$ cat src/rtl/bypass_pkg.sv
package bypass_pkg;
   typedef enum logic [1:0] {
      OPSEL_RF   = 2'd0,
      OPSEL_EXM  = 2'd1,
      OPSEL_MWB  = 2'd2,
      OPSEL_RSVD = 2'd3
   } opsel_e;
endpackage

$ cat src/rtl/byp_dest_match.sv
// One producer/consumer comparison: does a writing stage supply this source?
module byp_dest_match #(
   parameter int REG_W     = 5,
   parameter bit HARD_ZERO = 1'b1
) (
   input  logic             wen,
   input  logic [REG_W-1:0] dst,
   input  logic [REG_W-1:0] src,
   output logic             hit
);
   logic same;
   assign same = (dst == src);

   generate
      if (HARD_ZERO) begin : g_zero_excluded
         assign hit = wen && same && (dst != '0);
      end else begin : g_zero_plain
         assign hit = wen && same;
      end
   endgenerate
endmodule

$ cat src/rtl/byp_operand_sel.sv
// Bypass priority for one ALU operand: the newer result wins.
module byp_operand_sel
   import bypass_pkg::*;
#(
   parameter int REG_W     = 5,
   parameter bit HARD_ZERO = 1'b1
) (
   input  logic             [REG_W-1:0] src,
   input  logic                         xm_wen,
   input  logic             [REG_W-1:0] xm_dst,
   input  logic                         mw_wen,
   input  logic             [REG_W-1:0] mw_dst,
   output opsel_e                       sel
);
   logic near_hit;
   logic far_hit;

   byp_dest_match #(.REG_W(REG_W), .HARD_ZERO(HARD_ZERO)) u_near (
      .wen (xm_wen),
      .dst (xm_dst),
      .src (src),
      .hit (near_hit)
   );

   byp_dest_match #(.REG_W(REG_W), .HARD_ZERO(HARD_ZERO)) u_far (
      .wen (mw_wen),
      .dst (mw_dst),
      .src (src),
      .hit (far_hit)
   );

   always_comb begin
      if (near_hit)      sel = OPSEL_EXM;
      else if (far_hit)  sel = OPSEL_MWB;
      else               sel = OPSEL_RF;
   end
endmodule

$ cat src/rtl/byp_load_use.sv
// Interlock when a load in execute feeds any source of the decode instruction.
module byp_load_use #(
   parameter int REG_W     = 5,
   parameter bit HARD_ZERO = 1'b1,
   parameter int NUM_SRC   = 2
) (
   input  logic                            ld,
   input  logic                            wen,
   input  logic [REG_W-1:0]                dst,
   input  logic [NUM_SRC-1:0][REG_W-1:0]   id_src,
   output logic                            stall
);
   logic [NUM_SRC-1:0] src_hit;

   generate
      for (genvar s = 0; s < NUM_SRC; s++) begin : g_src
         byp_dest_match #(.REG_W(REG_W), .HARD_ZERO(HARD_ZERO)) u_cmp (
            .wen (wen),
            .dst (dst),
            .src (id_src[s]),
            .hit (src_hit[s])
         );
      end
   endgenerate

   assign stall = ld && (|src_hit);
endmodule

$ cat src/rtl/bypass_interlock.sv
module bypass_interlock
   import bypass_pkg::*;
#(
   parameter int REG_W     = 5,
   parameter bit HARD_ZERO = 1'b1
) (
   input  logic [REG_W-1:0] id_rs1,
   input  logic [REG_W-1:0] id_rs2,
   input  logic [REG_W-1:0] ex_rs1,
   input  logic [REG_W-1:0] ex_rs2,
   input  logic [REG_W-1:0] ex_dst,
   input  logic             ex_wen,
   input  logic             ex_load,
   input  logic [REG_W-1:0] xm_dst,
   input  logic             xm_wen,
   input  logic [REG_W-1:0] mw_dst,
   input  logic             mw_wen,
   output logic [1:0]       sel_a,
   output logic [1:0]       sel_b,
   output logic             stall
);
   localparam int NUM_OPND = 2;

   generate
      if (REG_W < 2 || REG_W > 8) begin : g_bad_width
         $error("bypass_interlock: REG_W must lie in 2..8");
      end
   endgenerate

   logic   [NUM_OPND-1:0][REG_W-1:0] ex_src;
   logic   [NUM_OPND-1:0][REG_W-1:0] id_src;
   opsel_e [NUM_OPND-1:0]            opnd_sel;

   assign ex_src = {ex_rs2, ex_rs1};
   assign id_src = {id_rs2, id_rs1};

   generate
      for (genvar k = 0; k < NUM_OPND; k++) begin : g_opnd
         byp_operand_sel #(.REG_W(REG_W), .HARD_ZERO(HARD_ZERO)) u_sel (
            .src    (ex_src[k]),
            .xm_wen (xm_wen),
            .xm_dst (xm_dst),
            .mw_wen (mw_wen),
            .mw_dst (mw_dst),
            .sel    (opnd_sel[k])
         );
      end
   endgenerate

   assign sel_a = opnd_sel[0];
   assign sel_b = opnd_sel[1];

   byp_load_use #(.REG_W(REG_W), .HARD_ZERO(HARD_ZERO), .NUM_SRC(NUM_OPND)) u_lu (
      .ld     (ex_load),
      .wen    (ex_wen),
      .dst    (ex_dst),
      .id_src (id_src),
      .stall  (stall)
   );
endmodule

$ cat config.mk
export PLATFORM = sky130hd
export DESIGN_NAME = bypass_interlock
export DESIGN_NICKNAME = d
export VERILOG_FILES = /design/src/rtl/bypass_pkg.sv /design/src/rtl/byp_dest_match.sv /design/src/rtl/byp_operand_sel.sv /design/src/rtl/byp_load_use.sv /design/src/rtl/bypass_interlock.sv
export SDC_FILE = /design/constraint.sdc
export NUM_CORES = 1
export LEC_CHECK = 0
export BUFFER_PORTS_ARGS = -buffer_cell sky130_fd_sc_hd__buf_2
export CAP_MARGIN = 5
export CORE_AREA = 2 2 40 42
export DETAILED_ROUTE_END_ITERATION = 10
export DIE_AREA = 0 0 42 44
export PLACE_DENSITY = 0.71
export SYNTH_ARGS = -nofsm -noshare
export SYNTH_HDL_FRONTEND = slang
export SYNTH_SLANG_ARGS = --single-unit
$ cat constraint.sdc
create_clock -name vclk -period 2.2
set_input_delay 0.55 -clock vclk [all_inputs]
set_output_delay 0.55 -clock vclk [all_outputs]
set_load 0.01 [all_outputs]
After elaboration in Yosys (flattened, before gate mapping)
Index checks and enable logic that the tools add are counted.

Memories: 0. RAM bits: 0. Register bits after elaboration: 0. Memory bits (read-only): 0. Latch bits: 0. Bits of input ports: 39. Word-level logic and storage cells: 27.

Equal/unequal tests: 6. Shift operators: 0. Reductions and logical operators: 17. Divide/modulo/power cells: 0. Multipliers: 0. Order comparisons: 0. $add $sub $neg: 0. Bitwise logic cells: 0. Multiplexer cells: 4.

Operators with widths (number): $eq 5x5->1 (6); $reduce_bool 5->1 (3); $logic_and 1x1->1 (13); $mux 2 (4); $reduce_or 2->1 (1).

Logic depth before layout (Yosys ltp)
Gate-level depths: netlist of run 1.

Depth in word-level cells: 5. Depth in mapped cells: 4.

Modules after synthesis
A second synthesis of run 1 with hierarchy kept.

Cells, all modules: 65. Area total of the unflattened synthesis: 470.5 um^2.

By module, submodules not included: byp_dest_match (cells an instance 10, seq. area each 0.0 um^2, area an instance 70.1 um^2, times used 6); byp_operand_sel (cells an instance 2, seq. area each 0.0 um^2, area an instance 21.3 um^2, times used 2); byp_load_use (cells an instance 1, seq. area each 0.0 um^2, area an instance 7.5 um^2, times used 1).

Least setup slack after synthesis of run 1
OpenSTA, ideal clock, no wires.

Path kind: input port to output port. Start: input xm_dst[1]. End: output sel_a[1]. Slack: -5 ps. Cell stages on the path: 4. Data arrival time: 1655 ps. Cell sequence: or4_1 > o21ai_2 > nor4_1 > nor4_2.

Longest elaborated chain between the ends: 4. Elaborated cells on any way between the ends: 5. Classes of those cells: eq/ne (1); mux (1); reduce/logical (3).

Ends and longest elaborated chain: start: declaration (line bypass_interlock.sv:14) `input logic [REG_W-1:0] xm_dst,`; $eq 5x5->1 (line byp_dest_match.sv:12) `assign same = (dst == src);`; $logic_and 1x1->1 (line byp_dest_match.sv:16) `assign hit = wen && same && (dst != '0);`; $logic_and 1x1->1 * (line byp_dest_match.sv:16); net g_opnd[0].u_sel.near_hit (line byp_operand_sel.sv:15) `logic near_hit;`; $mux 2 * (line byp_operand_sel.sv:33) `if (near_hit) sel = OPSEL_EXM;`; end: declaration (line bypass_interlock.sv:18) `output logic [1:0] sel_a,`.

Mark *: on every way through the listed nets, which the timed path passes. The rest lies on a longest branch.

Final worst setup path of run 1
Start: input ex_rs1[2]. End: output sel_a[1].

Longest elaborated chain between the ends: 5. Elaborated cells on any way between the ends: 8. Classes of those cells: eq/ne (2); mux (2); reduce/logical (4).

Ends and longest elaborated chain: start: declaration (line bypass_interlock.sv:9) `input logic [REG_W-1:0] ex_rs1,`; $eq 5x5->1 (line byp_dest_match.sv:12); $logic_and 1x1->1 (2 in series) (line byp_dest_match.sv:16); $mux 2 (line byp_operand_sel.sv:34) `else if (far_hit) sel = OPSEL_MWB;`; $mux 2 * (line byp_operand_sel.sv:33).

Mark *: on every way between the ends. The rest lies on a longest branch, timed or not.

==> results_tabular.tex, run 1 <==
\begin{tabular}{lr}
\hline
Metric & Value \\
\hline
\multicolumn{2}{l}{\textbf{Final layout}} \\
\quad Final design instance area without fill & 794.5 um\^{}2 \\
\quad Ant diodes & 0 \\
\quad Fin nets & 145 \\
\quad Area taken by flip-flops and latches & 0 um\^{}2 \\
\quad Post-synthesis to final-layout area growth & 94.19\% \\
\quad Clock buffers & 0 \\
\quad Number of sequential cells in the layout & 0 \\
\quad Share of layout cells above drive strength 1 & 0.6154 \\
\quad Post-layout util & 0.5600 \\
\multicolumn{2}{l}{\textbf{Pwr}} \\
\quad Static power due to leakage & 0.3749 nW \\
\quad PD cells & 182.7 mW/mm\^{}2 \\
\quad Highest ir drop seen on vdd & 0.06634 mV \\
\multicolumn{2}{l}{\textbf{Global route}} \\
\quad Initial antenna violation count & 0 \\
\quad Maximum number of pins on one net before global-route repair & 4 \\
\quad Overflow after GRT & 0 \\
\quad Via count of the first global-routing pass & 620 \\
\quad Wire length of the first global-routing pass & 2242 um \\
\quad Overall global routing resource usage & 0.1515 \\
\multicolumn{2}{l}{\textbf{Routing}} \\
\quad Residual DRC count & 0 \\
\quad DRC marker count from the first detailed-route iteration & 4 \\
\quad Via count & 598 \\
\quad Avg Vias per Cell & 4.983 \\
\quad Wirelength per Cell & 12.39 um \\
\quad WL final & 1487 um \\
\quad Number of antenna-violating nets in the routed design & 0 \\
\quad 1st-pass router iterations & 3 \\
\multicolumn{2}{l}{\textbf{Placement}} \\
\quad Sum of net half-perimeters after detailed placement & 1157 um \\
\quad Global placement routability congestion & 0.8057 \\
\quad Port-buffer cells & 44 \\
\quad Post-DP Area & 716.9 um\^{}2 \\
\multicolumn{2}{l}{\textbf{STA}} \\
\quad Final Hold Fails & 0 \\
\quad Remaining max-slew budget at the tightest pin & 0.7928 \\
\quad Setup repair after global routing missed its margin & yes \\
\quad Final Hold Slack & 1.435 ns \\
\quad Setup ws final & -0.1574 ns \\
\quad Setup TNS Final & -0.2812 ns \\
\quad Maximum frequency from static timing analysis & 424.2 MHz \\
\quad Fin. max-slew vios & 0 \\
\quad Final clock period utilization by the worst path & 1.072 \\
\quad Period minus WS final & 2.357 ns \\
\quad \# setup viols final & 2 \\
\quad Worst Tran Pin Value & 0.3082 ns \\
\multicolumn{2}{l}{\textbf{Logic synthesis}} \\
\quad Main combinational cell family by area after synthesis & XOR/XNOR gates \\
\quad Simple-gate area share of the yosys netlist & 0.2569 \\
\quad Complex-gate fraction of the synthesized area & 0.06422 \\
\quad Synthesized netlist cell count & 51 \\
\quad Post-synthesis share of cell area spent on full adders, half adders and majority gates & 0 \\
\quad Share of the synthesized netlist area taken by xor and xnor gates & 0.6422 \\
\quad Cell area after technology mapping & 409.1 um\^{}2 \\
\quad Netlist cell types & 12 \\
\quad Fraction of synthesized area in multiplexers & 0 \\
\quad Net count after synthesis & 90 \\
\quad Yosys synthesis warning count & 0 \\
\quad Share of synthesized area occupied by flip-flops and latches & 0 \\
\quad Post-Syn Area per Cell & 8.022 um\^{}2 \\
\multicolumn{2}{l}{\textbf{Setup path}} \\
\quad Startpoint type of the worst setup path & primary input \\
\quad Required time worst endpoint & 1.65 ns \\
\quad Worst Setup Path Type & in -> out \\
\quad Crit-path max FO & 2 \\
\quad Crit. End Element & primary output \\
\quad Worst endpoint data arrival time & 1.81 ns \\
\multicolumn{2}{l}{\textbf{Floorplan}} \\
\quad Initial core utilization & 0.2884 \\
\quad Die outline height & 44 um \\
\quad Row count & 14 \\
\quad Floorplan Core Area & 0.001419 mm\^{}2 \\
\quad Number of ports placed on the die boundary & 44 \\
\quad Die Wd & 42 um \\
\quad Full die area & 0.001848 mm\^{}2 \\
\multicolumn{2}{l}{\textbf{Hold path}} \\
\quad WHS Path Cells & 4 \\
\quad Hold/Removal Path Class & in -> out \\
\quad Worst Hold Path EP & stall \\
\quad Worst hold path startpoint & ex\_wen \\
\multicolumn{2}{l}{\textbf{Job}} \\
\quad Number of max-cap violations & 0 \\
\multicolumn{2}{l}{\textbf{Run status}} \\
\quad Outcome & finished with violations \\
\quad Violated checks & setup timing \\
\multicolumn{2}{l}{\textbf{CTS}} \\
\quad Post-CTS setup repair buffer count & 0 \\
\quad Hold buffers post-CTS & 0 \\
\hline
\end{tabular}
area by class of cell:
class                      instances  area [um^2]
fill                             140        624.3
timing repair buffer              55        327.8
multi-input combinational         49        446.7
tap                               16        20.02
metrics by stage:
stage                     std cells  worst slack, ns  power (mW)
after floorplan                  51          0.06339     0.05113
after global placement          120          -0.1636      0.1221
after detailed placement        120          -0.2214      0.1254
after CTS                       120          -0.1875      0.1293
after global routing            120          -0.1848      0.1578
final                           120          -0.1574      0.1452
cells in the final DEF, fill, tap and decap left out, drive strengths merged:
master,n
o211ai,1
xor2,20
buf,55
xnor2,10
nor4,4
nand3,4
or4,5
nor3,2
o21ai,2
a21oi,1
worst max-delay path: stages:
cell                     delay (ns)
sky130_fd_sc_hd__buf_2         0.12
sky130_fd_sc_hd__xor2_1        0.16
sky130_fd_sc_hd__or4_4         0.54
sky130_fd_sc_hd__nor4_4        0.27
sky130_fd_sc_hd__buf_2         0.17
synthesized netlist by cell type:
cell                        n  area share
sky130_fd_sc_hd__buf_4      2       0.037
sky130_fd_sc_hd__nor4_2     2       0.061
sky130_fd_sc_hd__or4_1      5       0.092
sky130_fd_sc_hd__nand3_1    4       0.049
sky130_fd_sc_hd__o211ai_1   1       0.018
sky130_fd_sc_hd__a21oi_1    1       0.012
sky130_fd_sc_hd__xnor2_1   10        0.21
sky130_fd_sc_hd__o21ai_1    1       0.012
sky130_fd_sc_hd__nor4_1     2       0.031
sky130_fd_sc_hd__nor3_1     2       0.024
sky130_fd_sc_hd__o21ai_2    1       0.021
sky130_fd_sc_hd__xor2_1    20        0.43
routing by layer:
| layer | global-route usage | up-vias | share of wire |
|---|---|---|---|
| li1 | - | 288 | - |
| met2 | 0.3094 | 44 | 0.55 |
| met5 | 0 | - | 0 |
| met4 | 0.07742 | 0 | 0.026 |
| met3 | 0.02083 | 4 | 0.10 |
| met1 | 0.1457 | 262 | 0.32 |
cells by family after synthesis:
family,count (synthesis)
buf+inv,2
simple gates,15
xor+xnor,30
compound gates,4
timing repair:
action,4_1_cts,5_1_grt
pin swaps,1,2
resized for setup,3,10
cloned,0,0
setup endpoints to repair,2,4
report_power, final:
group,internal [mW],switching [mW],total [mW]
combinational,0.0791,0.0661,0.145
sequential,0,0,0
clock,0,0,0
how the worst max path moves through the flow:
stage | endpoint | cells after the start | slack, ns | start
3_5_place_dp | sel_a[1] | 6 | -0.22 | mw_dst[0]
5_1_grt | sel_a[1] | 5 | -0.18 | mw_dst[4]
2_1_floorplan | sel_a[1] | 4 | 0.06 | mw_dst[1]
4_1_cts | sel_a[1] | 6 | -0.19 | mw_dst[0]
3_3_place_gp | sel_a[1] | 6 | -0.16 | mw_dst[0]
6_report | sel_a[1] | 5 | -0.16 | ex_rs1[2]
Note: power is estimated with default switching activity, not from simulation.
==> inputs of run 2 (changes only) <==
- ABC_AREA: unset -> 1
- CORE_AREA: 2 2 40 42 -> 2 2 46 48
- DIE_AREA: 0 0 42 44 -> 0 0 48 50
- PLACE_DENSITY: 0.71 -> 0.65
==> results_tabular.tex, run 2 <==
\begin{tabular}{lr}
\hline
Metric & Value \\
\hline
\multicolumn{2}{l}{\textbf{Job}} \\
\quad Number of max-cap violations & 0 (unchanged) \\
\multicolumn{2}{l}{\textbf{STA}} \\
\quad Period minus WS final & 1.912 ns (was 2.357 ns) \\
\quad Maximum frequency from static timing analysis & 523.0 MHz (was 424.2 MHz) \\
\quad Setup ws final & 0.2881 ns (was -0.1574 ns) \\
\quad Setup repair after global routing missed its margin & no (was yes) \\
\quad Final Hold Fails & 0 (unchanged) \\
\quad Setup TNS Final & 0 ns (was -0.2812 ns) \\
\quad Final clock period utilization by the worst path & 0.8690 (was 1.072) \\
\quad \# setup viols final & 0 (was 2) \\
\quad Remaining max-slew budget at the tightest pin & 0.8445 (was 0.7928) \\
\quad Fin. max-slew vios & 0 (unchanged) \\
\quad Worst Tran Pin Value & 0.2315 ns (was 0.3082 ns) \\
\multicolumn{2}{l}{\textbf{Pwr}} \\
\quad Sequential share of power & 0 (about the same) \\
\quad PD cells & 166.4 mW/mm\^{}2 (was 182.7 mW/mm\^{}2) \\
\quad Switching part of the total power & 0.5236 (was 0.4552) \\
\quad Int Power & 0.06279 mW (was 0.07910 mW) \\
\quad Total power after layout & 0.1318 mW (was 0.1452 mW) \\
\quad Highest ir drop seen on vdd & 0.05560 mV (was 0.06634 mV) \\
\quad Switching component of the power & 0.06900 mW (was 0.06609 mW) \\
\quad Clock share of power & 0 (about the same) \\
\quad Static power due to leakage & 0.5048 nW (was 0.3749 nW) \\
\quad Power share of the combinational group & 1.000 (about the same) \\
\multicolumn{2}{l}{\textbf{Final layout}} \\
\quad Most common library cell in the layout ignoring fill and taps & sky130\_fd\_sc\_hd\_\_nand2\_1 (was sky130\_fd\_sc\_hd\_\_buf\_2) \\
\quad Commonest non-fill, non-tap cells in the layout & sky130\_fd\_sc\_hd\_\_nand2\_1 (46), sky130\_fd\_sc\_hd\_\_buf\_2 (44), sky130\_fd\_sc\_hd\_\_inv\_1 (21), sky130\_fd\_sc\_hd\_\_nor2\_1 (17), sky130\_fd\_sc\_hd\_\_nand3\_1 (11) (was sky130\_fd\_sc\_hd\_\_buf\_2 (40), sky130\_fd\_sc\_hd\_\_xor2\_1 (20), sky130\_fd\_sc\_hd\_\_buf\_4 (11), sky130\_fd\_sc\_hd\_\_xnor2\_1 (10)) \\
\quad Filler cell count & 218 (was 140) \\
\quad Fin nets & 203 (was 145) \\
\quad Final std cells w/o fill & 189 (was 120) \\
\quad Number of sequential cells in the layout & 0 (unchanged) \\
\quad Final design instance area without fill & 792.0 um\^{}2 (was 794.5 um\^{}2) \\
\quad Share of layout cells above drive strength 1 & 0.2901 (was 0.6154) \\
\quad Clock buffers & 0 (unchanged) \\
\quad Post-synthesis to final-layout area growth & 43.21\% (was 94.19\%) \\
\quad Ant diodes & 0 (unchanged) \\
\quad Area taken by flip-flops and latches & 0 um\^{}2 (unchanged) \\
\multicolumn{2}{l}{\textbf{Logic synthesis}} \\
\quad Most area-consuming cells after synthesis & sky130\_fd\_sc\_hd\_\_nand2\_1 (31\%), sky130\_fd\_sc\_hd\_\_xnor2\_1 (16\%), sky130\_fd\_sc\_hd\_\_inv\_1 (14\%), sky130\_fd\_sc\_hd\_\_nor2\_1 (12\%), sky130\_fd\_sc\_hd\_\_nand3\_1 (10\%) (was sky130\_fd\_sc\_hd\_\_xor2\_1 (43\%), sky130\_fd\_sc\_hd\_\_xnor2\_1 (21\%), sky130\_fd\_sc\_hd\_\_or4\_1 (9.2\%), sky130\_fd\_sc\_hd\_\_nor4\_2 (6.1\%), sky130\_fd\_sc\_hd\_\_nand3\_1 (4.9\%)) \\
\quad Post-Syn Area per Cell & 4.609 um\^{}2 (was 8.022 um\^{}2) \\
\quad Net count after synthesis & 159 (was 90) \\
\quad Share of synthesized area occupied by flip-flops and latches & 0 (unchanged) \\
\quad Synthesized netlist cell count & 120 (was 51) \\
\quad Dominant cell by count in the synthesized netlist & sky130\_fd\_sc\_hd\_\_nand2\_1 (was sky130\_fd\_sc\_hd\_\_xor2\_1) \\
\quad Cell accounting for the most synthesized area & sky130\_fd\_sc\_hd\_\_nand2\_1 (was sky130\_fd\_sc\_hd\_\_xor2\_1) \\
\quad Share of the synthesized area in the top cell type & 0.3122 (was 0.4281) \\
\quad Netlist cell types & 14 (was 12) \\
\quad Yosys synthesis warning count & 0 (unchanged) \\
\quad Synth cell count leaders & sky130\_fd\_sc\_hd\_\_nand2\_1 (46), sky130\_fd\_sc\_hd\_\_inv\_1 (21), sky130\_fd\_sc\_hd\_\_nor2\_1 (17), sky130\_fd\_sc\_hd\_\_nand3\_1 (11), sky130\_fd\_sc\_hd\_\_xnor2\_1 (10) (was sky130\_fd\_sc\_hd\_\_xor2\_1 (20), sky130\_fd\_sc\_hd\_\_xnor2\_1 (10), sky130\_fd\_sc\_hd\_\_or4\_1 (5), sky130\_fd\_sc\_hd\_\_nand3\_1 (4)) \\
\quad Cell area after technology mapping & 553.0 um\^{}2 (was 409.1 um\^{}2) \\
\multicolumn{2}{l}{\textbf{Global route}} \\
\quad Initial antenna violation count & 0 (unchanged) \\
\quad Overflow after GRT & 0 (unchanged) \\
\quad Overall global routing resource usage & 0.1396 (was 0.1515) \\
\quad Maximum number of pins on one net before global-route repair & 6 (was 4) \\
\quad Wire length of the first global-routing pass & 2580 um (was 2242 um) \\
\quad Via count of the first global-routing pass & 726 (was 620) \\
\multicolumn{2}{l}{\textbf{Hold path}} \\
\quad Hold/Removal Path Class & in -> out (unchanged) \\
\multicolumn{2}{l}{\textbf{CTS}} \\
\quad Post-CTS setup repair buffer count & 0 (unchanged) \\
\quad Resize count post-CTS & 0 (was 3) \\
\quad Hold buffers post-CTS & 0 (unchanged) \\
\multicolumn{2}{l}{\textbf{Floorplan}} \\
\quad Full die area & 0.002400 mm\^{}2 (was 0.001848 mm\^{}2) \\
\quad Floorplan Core Area & 0.001902 mm\^{}2 (was 0.001419 mm\^{}2) \\
\quad Die outline height & 50 um (was 44 um) \\
\quad Die Wd & 48 um (was 42 um) \\
\quad Initial core utilization & 0.2908 (was 0.2884) \\
\quad Row count & 16 (was 14) \\
\quad Number of ports placed on the die boundary & 44 (unchanged) \\
\multicolumn{2}{l}{\textbf{Routing}} \\
\quad Wirelength per Cell & 8.582 um (was 12.39 um) \\
\quad Avg Vias per Cell & 4.386 (was 4.983) \\
\quad Number of antenna-violating nets in the routed design & 0 (unchanged) \\
\quad WL final & 1622 um (was 1487 um) \\
\quad DRC marker count from the first detailed-route iteration & 13 (was 4) \\
\quad Via count & 829 (was 598) \\
\quad 1st-pass router iterations & 4 (was 3) \\
\quad Residual DRC count & 0 (unchanged) \\
\multicolumn{2}{l}{\textbf{Placement}} \\
\quad Setup slack at placement & 0.2927 ns (was -0.2214 ns) \\
\quad Cell count after placement & 189 (was 120) \\
\quad Port-buffer cells & 44 (unchanged) \\
\quad Post-DP Area & 792.0 um\^{}2 (was 716.9 um\^{}2) \\
\quad Sum of net half-perimeters after detailed placement & 1503 um (was 1157 um) \\
\quad Global placement routability congestion & 0.8081 (was 0.8057) \\
\multicolumn{2}{l}{\textbf{Setup path}} \\
\quad Worst Setup Path Type & in -> out (unchanged) \\
\quad Crit. End Element & primary output (unchanged) \\
\quad Required time worst endpoint & 1.65 ns (about the same) \\
\quad Crit-path max FO & 3 (was 2) \\
\quad Worst endpoint data arrival time & 1.36 ns (was 1.81 ns) \\
\quad Startpoint type of the worst setup path & primary input (unchanged) \\
\multicolumn{2}{l}{\textbf{Run status}} \\
\quad Outcome & completed (was finished with violations) \\
\hline
\end{tabular}
==> run 2: path summary, 6_finish.rpt <==
kind / startpoint / end / slack [ns] / depth (start not counted)
setup / recovery: mw_dst[2] / sel_b[1] / 0.29 / 8
hold / removal: ex_load / stall / 1.42 / 4
==> run 2: layer usage <==
| layer | up-vias | routed length [um] | track usage |
|---|---|---|---|
| li1 | 442 | - | - |
| met1 | 349 | 685 | 0.1522 |
| met2 | 38 | 808 | 0.2911 |
| met3 | 0 | 128 | 0 |
| met4 | 0 | 0 | 0 |
| met5 | - | 0 | 0 |
==> run 2: cell families (layout without fill, tap and decap cells) <==
family	Yosys count	count (layout)	share of synthesized area
AND/OR/NAND/NOR	80	80	0.5950
buffers and inverters	24	66	0.1765
XOR/XNOR	11	11	0.1742
AO/OA/AOI/OAI	5	5	0.05428
==> run 2: final cells by class <==
| cell class | count | area (um^2) | area share |
|---|---|---|---|
| Multi-Input combinational cell | 96 | 455.4 | 0.5750 |
| Timing Repair Buffer | 44 | 220.2 | 0.2780 |
| Inverter | 22 | 82.58 | 0.1043 |
| Tap cell | 27 | 33.78 | 0.04265 |
==> run 2: per-stage QoR <==
| step | utilization | hold WS, ns |
|---|---|---|
| floorplan | - | 1.215 |
| CTS | 0.4164 | 1.427 |
| finish | 0.4164 | 1.425 |
| global route | 0.4164 | 1.464 |
| detailed placement | 0.4164 | 1.426 |
| global placement | 0.4164 | 1.428 |
==> run 2: power by group through the flow <==
stage	sequential, mW	clock, mW	combinational (mW)
after floorplan	0	0	0.0694
after global placement	0	0	0.129
after detailed placement	0	0	0.132
after CTS	0	0	0.133
after global routing	0	0	0.151
final	0	0	0.132
==> run 2: worst max-delay path, stage by stage <==
cell and delay (ns):
sky130_fd_sc_hd__buf_2 0.13, sky130_fd_sc_hd__nor2_1 0.10, sky130_fd_sc_hd__nand2_1 0.06, sky130_fd_sc_hd__nor3_1 0.19
sky130_fd_sc_hd__nor2_1 0.08, sky130_fd_sc_hd__nand2_1 0.08, sky130_fd_sc_hd__nor2_1 0.04, sky130_fd_sc_hd__buf_2 0.13
